[src/rtl/raster_engine.sv]
module raster_engine #(
  parameter int PIX_AW = 16,
  parameter int REG_AW = 23
) (
  input  logic              clk,
  input  logic              rst_n,
  input  logic              reg_wr,
  input  logic              reg_win,
  input  logic [REG_AW-1:0] reg_addr,
  input  logic [3:0]        reg_be,
  input  logic [31:0]       reg_wdata,
  output logic              reg_ready,
  output logic [31:0]       reg_rdata,
  output logic              busy,
  output logic              mem_ren,
  output logic [PIX_AW-1:0] mem_raddr,
  input  logic [7:0]        mem_rdata,
  output logic              mem_wen,
  output logic [PIX_AW-1:0] mem_waddr,
  output logic [7:0]        mem_wdata
);

  localparam logic [23:0] FILL_KEY = 24'hFFFFFF;
  localparam int          CNT_W    = 6;

  typedef enum logic [1:0] {OP_STIP, OP_FILL, OP_COPY} op_t;

  op_t               op_q;
  logic              busy_q;
  logic [CNT_W-1:0]  cnt_q;
  logic [4:0]        last_q;
  logic [PIX_AW-1:0] dst_q, src_q;
  logic [31:0]       mask_q;
  logic [7:0]        colour_q, run_col_q;
  logic              fwd_q;
  logic [7:0]        fwd_d_q;

  logic wr_ok, latch_go, cmd_go, done;
  logic [CNT_W-1:0] end_cnt;

  assign wr_ok     = reg_wr && (reg_be == 4'hF);
  assign latch_go  = wr_ok && !reg_addr[2];
  assign cmd_go    = wr_ok && reg_addr[2] && !busy_q;
  assign reg_ready = !(reg_addr[2] && busy_q);
  assign reg_rdata = '0;
  assign busy      = busy_q;

  assign end_cnt = (op_q == OP_COPY) ? ({1'b0, last_q} + CNT_W'(1)) : {1'b0, last_q};
  assign done    = cnt_q == end_cnt;

  always_ff @(posedge clk or negedge rst_n) begin
    if (!rst_n) colour_q <= '0;
    else if (latch_go) colour_q <= reg_wdata[7:0];
  end

  always_ff @(posedge clk or negedge rst_n) begin
    if (!rst_n) begin
      busy_q    <= 1'b0;
      op_q      <= OP_STIP;
      cnt_q     <= '0;
      last_q    <= '0;
      dst_q     <= '0;
      src_q     <= '0;
      mask_q    <= '0;
      run_col_q <= '0;
    end else if (cmd_go) begin
      busy_q    <= 1'b1;
      cnt_q     <= '0;
      dst_q     <= reg_addr[3 +: PIX_AW];
      src_q     <= reg_wdata[PIX_AW-1:0];
      mask_q    <= reg_wdata;
      run_col_q <= colour_q;
      if (!reg_win) begin
        op_q   <= OP_STIP;
        last_q <= 5'd31;
      end else begin
        op_q   <= (reg_wdata[23:0] == FILL_KEY) ? OP_FILL : OP_COPY;
        last_q <= reg_wdata[28:24];
      end
    end else if (busy_q) begin
      cnt_q  <= cnt_q + CNT_W'(1);
      mask_q <= mask_q << 1;
      if (done) busy_q <= 1'b0;
    end
  end

  assign mem_ren   = busy_q && (op_q == OP_COPY) && !done;
  assign mem_raddr = src_q + PIX_AW'(cnt_q);
  assign mem_wen   = busy_q && ((op_q == OP_STIP) ? mask_q[31] :
                                (op_q == OP_FILL) ? 1'b1 : (cnt_q != '0));
  assign mem_waddr = dst_q + PIX_AW'((op_q == OP_COPY) ? (cnt_q - CNT_W'(1)) : cnt_q);
  assign mem_wdata = (op_q != OP_COPY) ? run_col_q : (fwd_q ? fwd_d_q : mem_rdata);

  // a read that hits the pixel written in the same cycle must see the new byte
  always_ff @(posedge clk or negedge rst_n) begin
    if (!rst_n) begin
      fwd_q   <= 1'b0;
      fwd_d_q <= '0;
    end else begin
      fwd_q   <= mem_ren && mem_wen && (mem_raddr == mem_waddr);
      fwd_d_q <= mem_wdata;
    end
  end

  p_cmd_starts_r2: assert property (@(posedge clk) disable iff (!rst_n)
    (reg_wr && reg_addr[2] && reg_be == 4'hF && reg_ready) |=> busy);

  p_partial_be_r7: assert property (@(posedge clk) disable iff (!rst_n)
    (!busy && reg_wr && reg_be != 4'hF) |=> !busy);

  p_seq_addr_r6: assert property (@(posedge clk) disable iff (!rst_n)
    (mem_wen && $past(mem_wen)) |-> (mem_waddr == $past(mem_waddr) + PIX_AW'(1)));

  p_mem_idle_r9: assert property (@(posedge clk) disable iff (!rst_n)
    (!busy) |-> (!mem_wen && !mem_ren));

  p_run_colour_r9: assert property (@(posedge clk) disable iff (!rst_n)
    (mem_wen && !mem_ren && $past(mem_wen) && $past(!mem_ren) && op_q != OP_COPY)
      |-> $stable(mem_wdata));

  p_stall_r9: assert property (@(posedge clk) disable iff (!rst_n)
    (busy && reg_wr && reg_addr[2]) |=> busy || $past(done));

endmodule

[config.mk]
export PLATFORM = sky130hd
export DESIGN_NAME = raster_engine
export DESIGN_NICKNAME = d
export VERILOG_FILES = /design/src/rtl/raster_engine.sv
export SDC_FILE = /design/constraint.sdc
export NUM_CORES = 1
export LEC_CHECK = 0
export BUFFER_PORTS_ARGS = -buffer_cell sky130_fd_sc_hd__buf_2
export CAP_MARGIN = 20
export CELL_PAD_IN_SITES_DETAIL_PLACEMENT = 0
export CELL_PAD_IN_SITES_GLOBAL_PLACEMENT = 1
export CORE_MARGIN = 2
export CORE_UTILIZATION = 35
export CTS_BUF_LIST = sky130_fd_sc_hd__clkbuf_16
export CTS_CLUSTER_DIAMETER = 40
export CTS_CLUSTER_SIZE = 14
export DETAILED_ROUTE_END_ITERATION = 10
export HOLD_SLACK_MARGIN = 0.03
export PLACE_DENSITY_LB_ADDON = 0.3
export SLEW_MARGIN = 20
export SYNTH_ARGS = -nofsm -noshare
export SYNTH_HDL_FRONTEND = slang
export SYNTH_SLANG_ARGS = --single-unit
[constraint.sdc]
create_clock -name clk -period 9.2 [get_ports clk]
set_input_delay 0.92 -clock clk [delete_from_list [all_inputs] [get_ports clk]]
set_output_delay 0.92 -clock clk [all_outputs]
set_load 0.02 [all_outputs]
# Yosys cells after proc, flatten, opt, wreduce, memory -nomap -nowiden
# Cells that the tools add are included.
op_classes:
  add_sub_neg: 5
  n_eq_ne: 7
  n_mux: 16
  n_reduce_logical: 17
ops:
  columns: ["operator", "count"]
  rows:
  - ["2-to-1 mux 32 bit", 2]
  - ["equality test 24 bit, second input constant", 1]
  - ["2-to-1 mux 6 bit", 3]
  - ["adder 16 bit", 1]
  - ["adder 16 x 6 -> 16 bit", 1]
  - ["equality test 16 bit", 1]
  - ["2-to-1 mux 16 bit", 1]
  - ["2-to-1 mux 8 bit", 2]
  - ["logical AND 1 bit", 10]
  - ["subtractor 6 x 1 -> 7 bit, second input constant", 1]
  - ["adder 5 x 1 -> 6 bit, second input constant", 1]
  - ["adder 6 x 1 -> 6 bit, second input constant", 1]
  - ["equality test 6 bit", 1]
  - ["nonzero test 6 bit", 1]
  - ["2-to-1 mux 1 bit", 5]
  - ["2-to-1 mux 5 bit", 1]
  - ["equality test 4 bit, second input constant", 1]
  - ["logical NOT 1 bit", 4]
  - ["2-to-1 mux 2 bit", 2]
  - ["equality test 2 x 1 -> 1 bit, second input constant", 1]
  - ["equality test 2 bit, second input constant", 1]
  - ["logical NOT 2 bit", 1]
  - ["inequality test 2 bit, second input constant", 1]
  - ["nonzero test 2 bit", 1]
word_totals:
  register_bits: 103
  input_bits: 71
  output_inout_bits: 76
  elab_cells: 56

# Logic depth before layout (Yosys ltp)
# Gate-level depths: netlist (run 1).
logic_depth:
  word_depth: 7
  depth_mapped: 15
  depth_no_buf: 14

# Worst setup path before layout (run 1)
# OpenSTA, ideal clock, no wires.
synth_path:
  kind: "reg-to-output"
  start: "register cnt_q[1]"
  end: "output port mem_waddr[14]"
  arrival_time_ns: 2.961
  t_required_ns: 8.280
  setup_slack_ns: 5.319
  stages_incl_launch_ff: 13
  path_buffers: 1
  cell_sequence: "dfrtp_1 -> clkbuf_1 -> inv_1 -> ha_1 -> o21ai_0 -> inv_1 -> fa_1 -> nand2b_1 -> a21oi_1 -> o31a_1 -> o21ai_0 -> a21oi_1 -> xor2_1"
synth_via:
  elab_chain_len: 3
synth_lines:
  columns: ["element", "line_no", "text"]
  rows:
  - ["start, declared", "30", "logic [CNT_W-1:0] cnt_q;"]
  - ["start signal, assigned", "81", "cnt_q <= cnt_q + CNT_W'(1);"]
  - ["subtractor 6 x 1 -> 7 bit", "91", "assign mem_waddr = dst_q + PIX_AW'((op_q == OP_COPY) ? (cnt_q - CNT_W'(1)) : cnt_q);"]
  - ["2-to-1 mux 16 bit *", "91", null]
  - ["adder 16 bit *", "91", null]
  - ["end, declared", "19", "output logic [PIX_AW-1:0] mem_waddr,"]
# Mark *: on every way between the ends. The rest lies on a longest branch, timed or not.

# Final worst setup path (run 1)
layout_path:
  start: "register op_q[0]"
  end: "output port mem_waddr[14]"
layout_via:
  elab_chain_len: 3
layout_lines:
  columns: ["element", "line_no", "text"]
  rows:
  - ["start, declared", "28", "op_t op_q;"]
  - ["start signal, assigned", "77", "op_q <= (reg_wdata[23:0] == FILL_KEY) ? OP_FILL : OP_COPY;"]
  - ["equality test 2 bit", "91", null]
  - ["2-to-1 mux 16 bit", "91", null]
  - ["adder 16 bit", "91", null]
# Every way passes these cells.

==> results of run 1 <==
## worst paths after layout
check,start,endpoint,slack (ns),cells past startpoint
min in group asynchronous,rst_n,dst_q[0]$_DFFE_PN0P_,0.56,1
worst min-delay path,colour_q[5]$_DFFE_PN0P_,run_col_q[5]$_DFFE_PN0P_,0.46,2
worst max register to register,op_q[0]$_DFFE_PN0P_,fwd_q$_DFF_PN0_,5.35,13
max in group asynchronous,rst_n,busy$_DFF_PN0_,7.39,2
worst max-delay path,op_q[0]$_DFFE_PN0P_,mem_waddr[14],4.48,12
worst min register to register,colour_q[5]$_DFFE_PN0P_,run_col_q[5]$_DFFE_PN0P_,0.46,2
## kinds of logic after synthesis
| family | count (synthesis) |
|---|---|
| flip-flops | 103 |
| XOR/XNOR | 54 |
| AND/OR/NAND/NOR | 274 |
| buffers and inverters | 77 |
| multiplexers | 47 |
| adder cells (fa/ha/maj) | 27 |
| AO/OA/AOI/OAI | 114 |
| other | 1 |
## cell usage in the layout, fill, tap and decap left out, drive strengths merged, types with 9 or more instances in the layout
master	n
nor2	32
mux2	10
buf	113
o21ai	59
conb	32
clkbuf	9
inv	17
mux2i	37
nand2	180
dfrtp	103
xnor2	29
ha	25
a21oi	23
nand4	13
xor2	24
nand3	9
## area by class of cell
| cell class | count | share of cell area |
|---|---|---|
| Multi-Input combinational cell | 548 | 0.469 |
| Sequential cell | 103 | 0.360 |
| Timing Repair Buffer | 113 | 0.0829 |
| Tap cell | 225 | 0.0393 |
| Clock buffer | 9 | 0.0315 |
| Clock inverter | 7 | 0.00927 |
| Inverter | 14 | 0.00734 |
| Antenna cell | 1 | 0.000350 |
## power by group through the flow
| stage | logic, mW | clock network (mW) | registers [mW] |
|---|---|---|---|
| 2_1_floorplan | 0.712 | 0 | 0.660 |
| 3_3_place_gp | 0.912 | 0 | 0.698 |
| 3_5_place_dp | 0.931 | 0 | 0.705 |
| 4_1_cts | 0.937 | 0.394 | 0.696 |
| 5_1_grt | 1.03 | 0.414 | 0.716 |
| 6_report | 0.931 | 0.380 | 0.696 |
## metal layers
metal,vias to the layer above,share of wire,global-route usage
li1,2490,-,-
met1,2402,0.49,0.236
met2,132,0.45,0.269
met3,13,0.049,0.0394
met4,0,0.013,0.0435
met5,-,0,0
## critical path, cell delays in order (launching register included)
cell	delay (ns)
dfrtp_1	0.41
nand2b_1	0.49
nor4_1	0.50
nand2_1	0.12
xnor2_1	0.16
ha_1	0.38
nand3_1	0.09
a21oi_1	0.24
o31a_1	0.26
o21ai_0	0.13
a21oi_1	0.18
xor2_1	0.26
buf_2	0.22
## state kept, by name, summed over array words and instances, names as in the netlist
| name | cells |
|---|---|
| fwd_d_q | 8 |
| mask_q | 32 |
| op_q | 2 |
| src_q | 16 |
| busy | 1 |
| colour_q | 8 |
| last_q | 5 |
| cnt_q | 6 |
| dst_q | 16 |
| fwd_q | 1 |
| run_col_q | 8 |
## per-stage QoR
stage | cell area, um^2 | setup WS, ns | instances | hold WS (ns) | utilization
6_report | 7160 | 4.48 | 1020 | 0.464 | 0.412
5_1_grt | 7150 | 4.15 | 1019 | 0.500 | 0.412
4_1_cts | 7130 | 4.48 | 1018 | 0.468 | 0.411
2_1_floorplan | 6340 | 5.32 | 728 | 0.435 | -
3_3_place_gp | 6840 | 4.90 | 1002 | 0.447 | 0.394
3_5_place_dp | 6840 | 4.89 | 1002 | 0.447 | 0.394
==> out/metrics.json, run 1 <==
{
  "pin_count": 147,
  "area.growth.synth_to_final_pct": 15.0,
  "length_of_the_first_detailed_routing_pass_in_iterations": 4,
  "post-synth-top-count-cell": "nand2_1",
  "dr.first_iter.drc_count": 275,
  "clk_transition_reported_paths_ns": 0.08,
  "layout_worst_path_cycle_share": 0.513,
  "fraction_of_the_mapped_netlist_area_in_adder_cells": 0.0567,
  "synth_compound_area_frac": 0.110,
  "synthDominantCellAreaShare": 0.414,
  "dp_hpwl_um": 11600,
  "p_int_mw": 1.12,
  "setup.worst_path.end_class": "primary output",
  "yosysTopAreaCell": "dfrtp_1",
  "final-hold-violation-count": 0,
  "wl_per_cell_um": 15.4,
  "filler_cell_count": 1797,
  "yosys_warnings": 0,
  "async_flop_share": 1.00,
  "vdd_ir_drop_max_v": 0.000150,
  "drive_gt1_frac": 0.190,
  "clock_power_share": 0.189,
  "post-route-min-period_ns": 4.72,
  "synth-edff-count": 0,
  "holdBufCountCts": 0,
  "max_slew.worst_pin.slew_ns": 0.915,
  "worst-path-max-fanout": 19,
  "die-area_um2": 18900,
  "synth_commonest_cells": "nand2_1, dfrtp_1, o21ai_0, mux2i_1",
  "report.power.total_mw": 2.01,
  "synth_simple_gate_area_share": 0.196,
  "clock_tree_from_tritoncts": "yes",
  "fmax_mhz": 212,
  "timing.hold.worst.class": "reg -> reg",
  "netSwitchingPower_mw": 0.889,
  "congestion_overflow_gr": 0,
  "post-cts-setup-buffer-count": 0,
  "vias": 5037,
  "ant_nets": 0,
  "max-cap-violations": 0,
  "clock_tree.root_cell": "clkbuf_16",
  "finalClockSkew_ns": 0.00723,
  "power.share.sequential": 0.347,
  "antenna_found_initial": 0,
  "count_of_different_cell_masters_after_synthesis": 55,
  "remaining_drc_errors": 0,
  "area_of_the_mapped_netlist_um2": 6230,
  "clk-insertion-delay-late_ns": 0.36,
  "grtUsageTotal": 0.170,
  "slew_violations": 0,
  "start_util": 0.359,
  "design.core.area_um2": 17400,
  "route.final.wire_length_um": 15700,
  "critPathArrivalTime_ns": 3.80,
  "yosys_most_used_dff": "dfrtp_1",
  "global_route_wire_length_before_repair_um": 24700,
  "vias_per_cell": 4.94,
  "rows": 48,
  "netlist_top_cells_area": "dfrtp_1, nand2_1, mux2i_1",
  "synthCells": 697,
  "maximum_number_of_pins_on_one_net_before_global_route_repair": 80,
  "postSynthRegisterBits": 103,
  "grt_pass1_vias": 4864,
  "powerDensity_nw_per_um2": 280,
  "combinational_family_with_the_most_area_after_synthesis": "simple AND/OR/NAND/NOR gates",
  "worst_ep_required_time_ns": 8.28,
  "outcome": "complete, no violations",
  "placement.io_buffers": 108,
  "cts-root-to-sink-buffers": 2,
  "clkSinkCount": 103,
  "cp-start-kind": "flip-flop",
  "die-width_um": 137,
  "worst-setup-path-type": "reg -> out",
  "postCtsResizedCells": 0,
  "chipHeight_um": 137,
  "slew_headroom": 0.390,
  "synthesis.area_per_instance_um2": 8.93,
  "multiInputGateArea_um2": 3360,
  "final_nets": 887,
  "synth_xor_xnor_area_share": 0.0784,
  "setup_viol_count_final": 0,
  "combinational_fraction_of_design_power": 0.464,
  "netSwitchingFraction": 0.443,
  "synthMuxAreaShare": 0.0776,
  "leakage_nw": 3.71,
  "cts.htree.levels": 3,
  "place_congestion": 0.848,
  "register_area_um2": 2580,
  "tns_ns": 0,
  "setup_repair_after_global_routing_missed_its_margin": "no",
  "tritoncts_buffers": 9,
  "synth_seq_area_share": 0.414
}
Power figures use the tool's default switching activity.
==> run 2: changes to the inputs <==
Clock period 9.2 ns to 4.2 ns, I/O delays scaled along.
==> out/metrics.json, run 2 (synthesis results as in run 1) <==
{
  "timing.hold.worst.class": "in -> async",
  "slew_headroom": {"value": 0.383, "change": "-0.00730"},
  "dp_hpwl": {"value": 11900, "unit": "um", "change": "+3.0%"},
  "filler_cell_count": {"value": 1763, "change": "-1.9%"},
  "dr.first_iter.drc_count": {"value": 261, "change": "-5.1%"},
  "vias": {"value": 5014, "change": "-0.46%"},
  "clock_tree_from_tritoncts": "yes",
  "outcome": "complete, no violations",
  "final_design_area_no_fill": {"value": 7180, "unit": "um^2", "change": "+0.37%"},
  "max_slew.worst_pin.slew": {"value": 0.926, "unit": "ns", "change": "+0.0110 ns"},
  "congestion_overflow_gr": {"value": 0, "change": "unchanged"},
  "design.core.area": {"value": 17400, "unit": "um^2", "change": "unchanged"},
  "post-route-min-period_ns": 3.95,
  "setup.worst_path.end_class": "primary output",
  "cp-start-kind": "flip-flop",
  "largest_reg_flops": {"value": 32, "change": "unchanged"},
  "drive_gt1_frac": {"value": 0.198, "change": "+0.00807"},
  "layout_top_registers": "mask_q (32), dst_q (16), src_q (16)",
  "die-width": {"value": 137, "unit": "um", "change": "unchanged"},
  "vdd_ir_drop_max": {"value": 0.000297, "unit": "V", "change": "+99%"},
  "cts.htree.levels": {"value": 3, "change": "unchanged"},
  "pre_cts_ws": {"value": 0.512, "unit": "ns", "change": "-4.37 ns"},
  "global_route_wire_length_before_repair": {"value": 25200, "unit": "um", "change": "+2.1%"},
  "powerDensity": {"value": 616, "unit": "nW/um^2", "change": "+120%"},
  "remaining_drc_errors": {"value": 0, "change": "unchanged"},
  "wl_per_cell": {"value": 15.5, "unit": "um", "change": "+0.56%"},
  "worst_setup_sp": "op_q[0]$_DFFE_PN0P_",
  "place_congestion": {"value": 0.823, "change": "-3.0%"},
  "critPathArrivalTime": {"value": 3.53, "unit": "ns", "change": "-0.27 ns"},
  "antennaDiodeCount": {"value": 0, "change": "-1"},
  "tns": {"value": 0, "unit": "ns", "change": "unchanged"},
  "final-hold-violation-count": {"value": 0, "change": "unchanged"},
  "layout_worst_path_cycle_share": 0.940,
  "finalWorstSetupSlack": {"value": 0.253, "unit": "ns", "change": "-4.23 ns"},
  "start_util": {"value": 0.359, "change": "unchanged"},
  "critical_path.reg2reg.startpoint": "op_q[0]$_DFFE_PN0P_",
  "worst-path-max-fanout": {"value": 7, "change": "-12"},
  "die-area": {"value": 18900, "unit": "um^2", "change": "unchanged"},
  "timing.reg2reg.worst_path_depth": {"value": 13, "change": "unchanged"},
  "setup_viol_count_final": {"value": 0, "change": "unchanged"},
  "postLayoutCoreUtil": {"value": 0.414, "change": "+0.00151"},
  "final_cell_mix": "nand2_1, buf_2, dfrtp_1",
  "final_nets": {"value": 890, "change": "+0.34%"},
  "antenna_found_initial": {"value": 0, "change": "unchanged"},
  "leakage": {"value": 3.72, "unit": "nW", "change": "+0.39%"},
  "slew_violations": {"value": 0, "change": "unchanged"},
  "rows": {"value": 48, "change": "unchanged"},
  "route.final.wire_length": {"value": 15800, "unit": "um", "change": "+0.76%"},
  "worst_ep_required_time": {"value": 3.78, "unit": "ns", "change": "-4.50 ns"},
  "critical_path_endpoint": "mem_waddr[10]",
  "mostFrequentLayoutCell": "nand2_1",
  "max_flop_register": "mask_q",
  "area.growth.synth_to_final_pct": 15.4,
  "clock_tree.root_cell": "clkbuf_16",
  "crit-reg2reg-capture": "fwd_q$_DFF_PN0_",
  "grtUsageTotal": {"value": 0.173, "change": "+0.00246"},
  "setup_repair_after_global_routing_missed_its_margin": "yes",
  "vias_per_cell": {"value": 4.91, "change": "-0.65%"},
  "fmax_mhz": 253,
  "clk_transition_reported_paths": {"value": 0.08, "unit": "ns", "change": "about the same"},
  "pin_count": {"value": 147, "change": "unchanged"},
  "post_dp_cell_area": {"value": 6870, "unit": "um^2", "change": "+0.44%"},
  "whs": {"value": 0.0941, "unit": "ns", "change": "-0.370 ns"},
  "length_of_the_first_detailed_routing_pass_in_iterations": {"value": 5, "change": "+1"},
  "max-cap-violations": {"value": 0, "change": "unchanged"},
  "worst-setup-path-type": "reg -> out",
  "maximum_number_of_pins_on_one_net_before_global_route_repair": {"value": 78, "change": "-2.5%"},
  "regToRegSetupSlack": {"value": 0.65, "unit": "ns", "change": "-4.70 ns"},
  "tritoncts_buffers": {"value": 9, "change": "unchanged"},
  "placement.io_buffers": {"value": 108, "change": "unchanged"},
  "ant_nets": {"value": 0, "change": "unchanged"},
  "grt_pass1_vias": {"value": 4949, "change": "+1.7%"},
  "clk-insertion-delay-late": {"value": 0.36, "unit": "ns", "change": "about the same"},
  "finalClockSkew": {"value": 0.00908, "unit": "ns", "change": "+0.00185 ns"},
  "holdBufCountCts": {"value": 0, "change": "unchanged"},
  "chipHeight": {"value": 137, "unit": "um", "change": "unchanged"},
  "clkSinkCount": {"value": 103, "change": "unchanged"},
  "cts-root-to-sink-buffers": {"value": 2, "change": "unchanged"}
}
==> run 2: cell count changes in the layout (fill, tap and decap cells not counted), sizes merged <==
cell,previous run,this run
inv,17,16
diode,1,0
buf,113,116
clkinvlp,2,1
clkinv,2,4
==> run 2: metrics by stage <==
step	std cells	power [mW]
after floorplan	728	3.01
after detailed placement	1006	3.60
final	1022	4.43
after CTS	1022	4.47
after global placement	1006	3.54
after global routing	1022	4.77
==> run 2: routing by layer <==
| layer | global-route usage | part of all wire |
|---|---|---|
| met4 | 0.0418 | 0.013 |
| met2 | 0.279 | 0.46 |
| met5 | 0 | 0 |
| met3 | 0.0338 | 0.057 |
| met1 | 0.239 | 0.47 |
==> run 2: worst min path at each step <==
stage / slack (ns) / end / depth (start not counted) / start
detailed placement: 0.45 / run_col_q[7]$_DFFE_PN0P_ / 2 / colour_q[7]$_DFFE_PN0P_
floorplan: 0.12 / busy$_DFF_PN0_ / 0 / rst_n
CTS: 0.24 / dst_q[13]$_DFFE_PN0P_ / 3 / reg_addr[16]
global placement: 0.45 / run_col_q[5]$_DFFE_PN0P_ / 2 / colour_q[5]$_DFFE_PN0P_
finish: 0.09 / dst_q[0]$_DFFE_PN0P_ / 1 / rst_n
global route: 0.15 / dst_q[0]$_DFFE_PN0P_ / 1 / rst_n
==> run 2: repair_timing <==
action	CTS	global route
setup endpoints to repair	0	5
gates resized for setup	0	4
setup buffers	0	0
==> run 2: where the power goes <==
part | switching [mW] | internal, mW | total [mW]
Clock | 0.428 | 0.421 | 0.849
Sequential | 0.231 | 1.27 | 1.50
Combinational | 1.30 | 0.779 | 2.08
Total | 1.96 | 2.47 | 4.43
==> run 2: cell type report <==
type,count,area [um^2],share of cell area
multi-input combinational,548,3360,0.468
tap,225,282,0.0392
inverter,14,52.6,0.00732
timing repair buffer,116,607,0.0845
clock inverter,7,77.6,0.0108
clock buffer,9,225,0.0314
sequential,103,2580,0.359
==> run 2: worst max-delay path, stage by stage, from the launching register on <==
cell and delay, ns:
dfrtp_1 0.43, and2b_2 0.33, nand2_1 0.10, or3_1 0.33
xnor2_1 0.20, ha_1 0.32, a21oi_1 0.24, nor2b_1 0.11
nor4_1 0.35, o21bai_1 0.14, a21oi_1 0.18, xnor2_1 0.22
buf_2 0.23
==> run 3: changes to the inputs <==
Settings changed: CTS_BUF_LIST sky130_fd_sc_hd__clkbuf_16 to sky130_fd_sc_hd__clkbuf_4 sky130_fd_sc_hd__clkbuf_8.
==> out/metrics.json, run 3 (synthesis results as in run 1) <==
{
  "chipHeight": {"value": 137, "unit": "um", "change": "unchanged"},
  "die-width": {"value": 137, "unit": "um", "change": "unchanged"},
  "grtUsageTotal": {"value": 0.171, "change": "-0.00175"},
  "antennaDiodeCount": {"value": 0, "change": "unchanged"},
  "pre_cts_ws": {"value": 0.512, "unit": "ns", "change": "unchanged"},
  "remaining_drc_errors": {"value": 0, "change": "unchanged"},
  "final_design_area_no_fill": {"value": 7090, "unit": "um^2", "change": "-1.3%"},
  "finalClockSkew": {"value": 0.0131, "unit": "ns", "change": "+0.00403 ns"},
  "critPathArrivalTime": {"value": 3.56, "unit": "ns", "change": "+0.03 ns"},
  "max_flop_register": "mask_q",
  "slew_violations": {"value": 0, "change": "unchanged"},
  "placedCellCount": {"value": 1006, "change": "unchanged"},
  "cts.htree.levels": {"value": 3, "change": "unchanged"},
  "area.growth.synth_to_final_pct": 13.9,
  "post_dp_cell_area": {"value": 6870, "unit": "um^2", "change": "unchanged"},
  "pin_count": {"value": 147, "change": "unchanged"},
  "clock_tree.root_cell": "clkbuf_8",
  "setup_viol_count_final": {"value": 0, "change": "unchanged"},
  "cts-root-to-sink-buffers": {"value": 2, "change": "unchanged"},
  "start_util": {"value": 0.359, "change": "unchanged"},
  "vdd_ir_drop_max": {"value": 0.000297, "unit": "V", "change": "about the same"},
  "final-hold-violation-count": {"value": 0, "change": "unchanged"},
  "drive_gt1_frac": {"value": 0.201, "change": "+0.00251"},
  "dp_hpwl": {"value": 11900, "unit": "um", "change": "unchanged"},
  "length_of_the_first_detailed_routing_pass_in_iterations": {"value": 5, "change": "unchanged"},
  "crit_path_top_delay_cell": "dfrtp_1",
  "postLayoutCoreUtil": {"value": 0.409, "change": "-0.00526"},
  "slew_headroom": {"value": 0.384, "change": "+0.00144"},
  "worst-setup-path-type": "reg -> out",
  "powerDensity": {"value": 594, "unit": "nW/um^2", "change": "-3.6%"},
  "post-route-min-period": {"value": 3.98, "unit": "ns", "change": "+0.0380 ns"},
  "wl_per_cell": {"value": 15.5, "unit": "um", "change": "-0.14%"},
  "dr.first_iter.drc_count": {"value": 292, "change": "+12%"},
  "placement.io_buffers": {"value": 108, "change": "unchanged"},
  "report.power.total": {"value": 4.21, "unit": "mW", "change": "-4.8%"},
  "place_congestion": {"value": 0.823, "change": "unchanged"},
  "grt_pass1_vias": {"value": 4927, "change": "-0.44%"},
  "worst_ep_required_time": {"value": 3.78, "unit": "ns", "change": "about the same"},
  "post-cts-setup-buffer-count": {"value": 0, "change": "unchanged"},
  "final_nets": {"value": 890, "change": "unchanged"},
  "final_cell_mix": "nand2_1, buf_2, dfrtp_1",
  "design.core.area": {"value": 17400, "unit": "um^2", "change": "unchanged"},
  "crit-reg2reg-capture": "fwd_q$_DFF_PN0_",
  "instances_no_fill": {"value": 1022, "change": "unchanged"},
  "layout_worst_path_cycle_share": {"value": 0.949, "change": "+0.00905"},
  "ant_nets": {"value": 0, "change": "unchanged"},
  "global_route_wire_length_before_repair": {"value": 25100, "unit": "um", "change": "-0.60%"},
  "max_slew.worst_pin.slew": {"value": 0.924, "unit": "ns", "change": "-0.00216 ns"},
  "timing.hold.worst.class": "in -> async",
  "fmax": {"value": 251, "unit": "MHz", "change": "-0.95%"},
  "mostFrequentLayoutCell": "nand2_1",
  "worst-path-max-fanout": {"value": 7, "change": "unchanged"},
  "setup.worst_path.end_class": "primary output",
  "layout_top_registers": "mask_q (32), dst_q (16), src_q (16)",
  "rows": {"value": 48, "change": "unchanged"},
  "antenna_found_initial": {"value": 0, "change": "unchanged"},
  "max-cap-violations": {"value": 0, "change": "unchanged"},
  "leakage": {"value": 3.68, "unit": "nW", "change": "-1.2%"},
  "tritoncts_buffers": {"value": 9, "change": "unchanged"},
  "die-area": {"value": 18900, "unit": "um^2", "change": "unchanged"},
  "maximum_number_of_pins_on_one_net_before_global_route_repair": {"value": 78, "change": "unchanged"},
  "vias_per_cell": {"value": 4.91, "change": "about the same"},
  "vias": {"value": 5017, "change": "+0.060%"},
  "cpMostUsedCell": "nand2_1",
  "clock_tree_from_tritoncts": "yes",
  "route.final.wire_length": {"value": 15800, "unit": "um", "change": "-0.14%"},
  "delay_of_the_slowest_critical_path_stage": {"value": 0.44, "unit": "ns", "change": "about the same"},
  "tns": {"value": 0, "unit": "ns", "change": "unchanged"},
  "congestion_overflow_gr": {"value": 0, "change": "unchanged"},
  "cp-start-kind": "flip-flop",
  "whs": {"value": 0.0604, "unit": "ns", "change": "-0.0337 ns"},
  "outcome": "complete, no violations",
  "critical_path.reg2reg.startpoint": "op_q[0]$_DFFE_PN0P_",
  "timing.reg2reg.worst_path_depth": {"value": 13, "change": "unchanged"},
  "clk_transition_reported_paths": {"value": 0.12, "unit": "ns", "change": "+0.04 ns"},
  "largest_reg_flops": {"value": 32, "change": "unchanged"},
  "clk-insertion-delay-late": {"value": 0.39, "unit": "ns", "change": "+0.03 ns"},
  "clkSinkCount": {"value": 103, "change": "unchanged"},
  "finalWorstSetupSlack": {"value": 0.215, "unit": "ns", "change": "-0.0380 ns"},
  "regToRegSetupSlack": {"value": 0.64, "unit": "ns", "change": "about the same"},
  "critical_path.cell_chain": "and2b_2 > nand2_1 > or3_1 > xnor2_1 > ha_1 > nand2_1 > o31ai_2 > a21oi_1 > o31a_1 > xor2_1 > buf_2"
}
## run 3: power by group
part / leakage [nW] / switching [mW] / internal, mW
combinational: 2.22 / 1.30 / 0.781
clock: 0.0975 / 0.400 / 0.234
sequential: 1.35 / 0.229 / 1.27
## run 3: routing by layer
| layer | share of wire | up-vias | GRT usage |
|---|---|---|---|
| met2 | 0.47 | 155 | 0.277 |
| met1 | 0.47 | 2358 | 0.238 |
| li1 | - | 2493 | - |
| met5 | 0 | - | 0 |
| met4 | 0.010 | 0 | 0.0338 |
| met3 | 0.055 | 11 | 0.0350 |
## run 3: timing repair
item                       CTS  global route
setup endpoints to repair    0             5
resized for setup            0             6
hold buffers                 0             0
## run 3: worst max path at each step
stage | startpoint | to | slack (ns) | cells past startpoint
3_5_place_dp | cnt_q[4]$_DFFE_PN0P_ | mem_waddr[13] | 0.51 | 10
6_report | op_q[0]$_DFFE_PN0P_ | mem_waddr[15] | 0.22 | 11
2_1_floorplan | cnt_q[1]$_DFFE_PN0P_ | fwd_q$_DFF_PN0_ | 0.70 | 15
4_1_cts | cnt_q[4]$_DFFE_PN0P_ | mem_waddr[13] | 0.05 | 10
3_3_place_gp | op_q[0]$_DFFE_PN0P_ | mem_waddr[15] | 0.58 | 11
5_1_grt | cnt_q[0]$_DFFE_PN0P_ | mem_waddr[10] | -0.01 | 13
## run 3: cell type report
class,instances,area [um^2]
Timing Repair Buffer,116,607
Sequential cell,103,2580
Fill cell,1780,10300
Tap cell,225,282
Inverter,14,52.6
Clock inverter,7,77.6
Clock buffer,9,124
Multi-Input combinational cell,548,3370
## run 3: worst max-delay path: cells and delay by family, from the launching register on
kind / cells / cell delay [ns]
AO/OA/AOI/OAI: 3 / 0.96
AND/OR/NAND/NOR: 4 / 0.84
flip-flops: 1 / 0.44
adder cells (fa/ha/maj): 1 / 0.37
XOR/XNOR: 2 / 0.35
buffers and inverters: 1 / 0.21
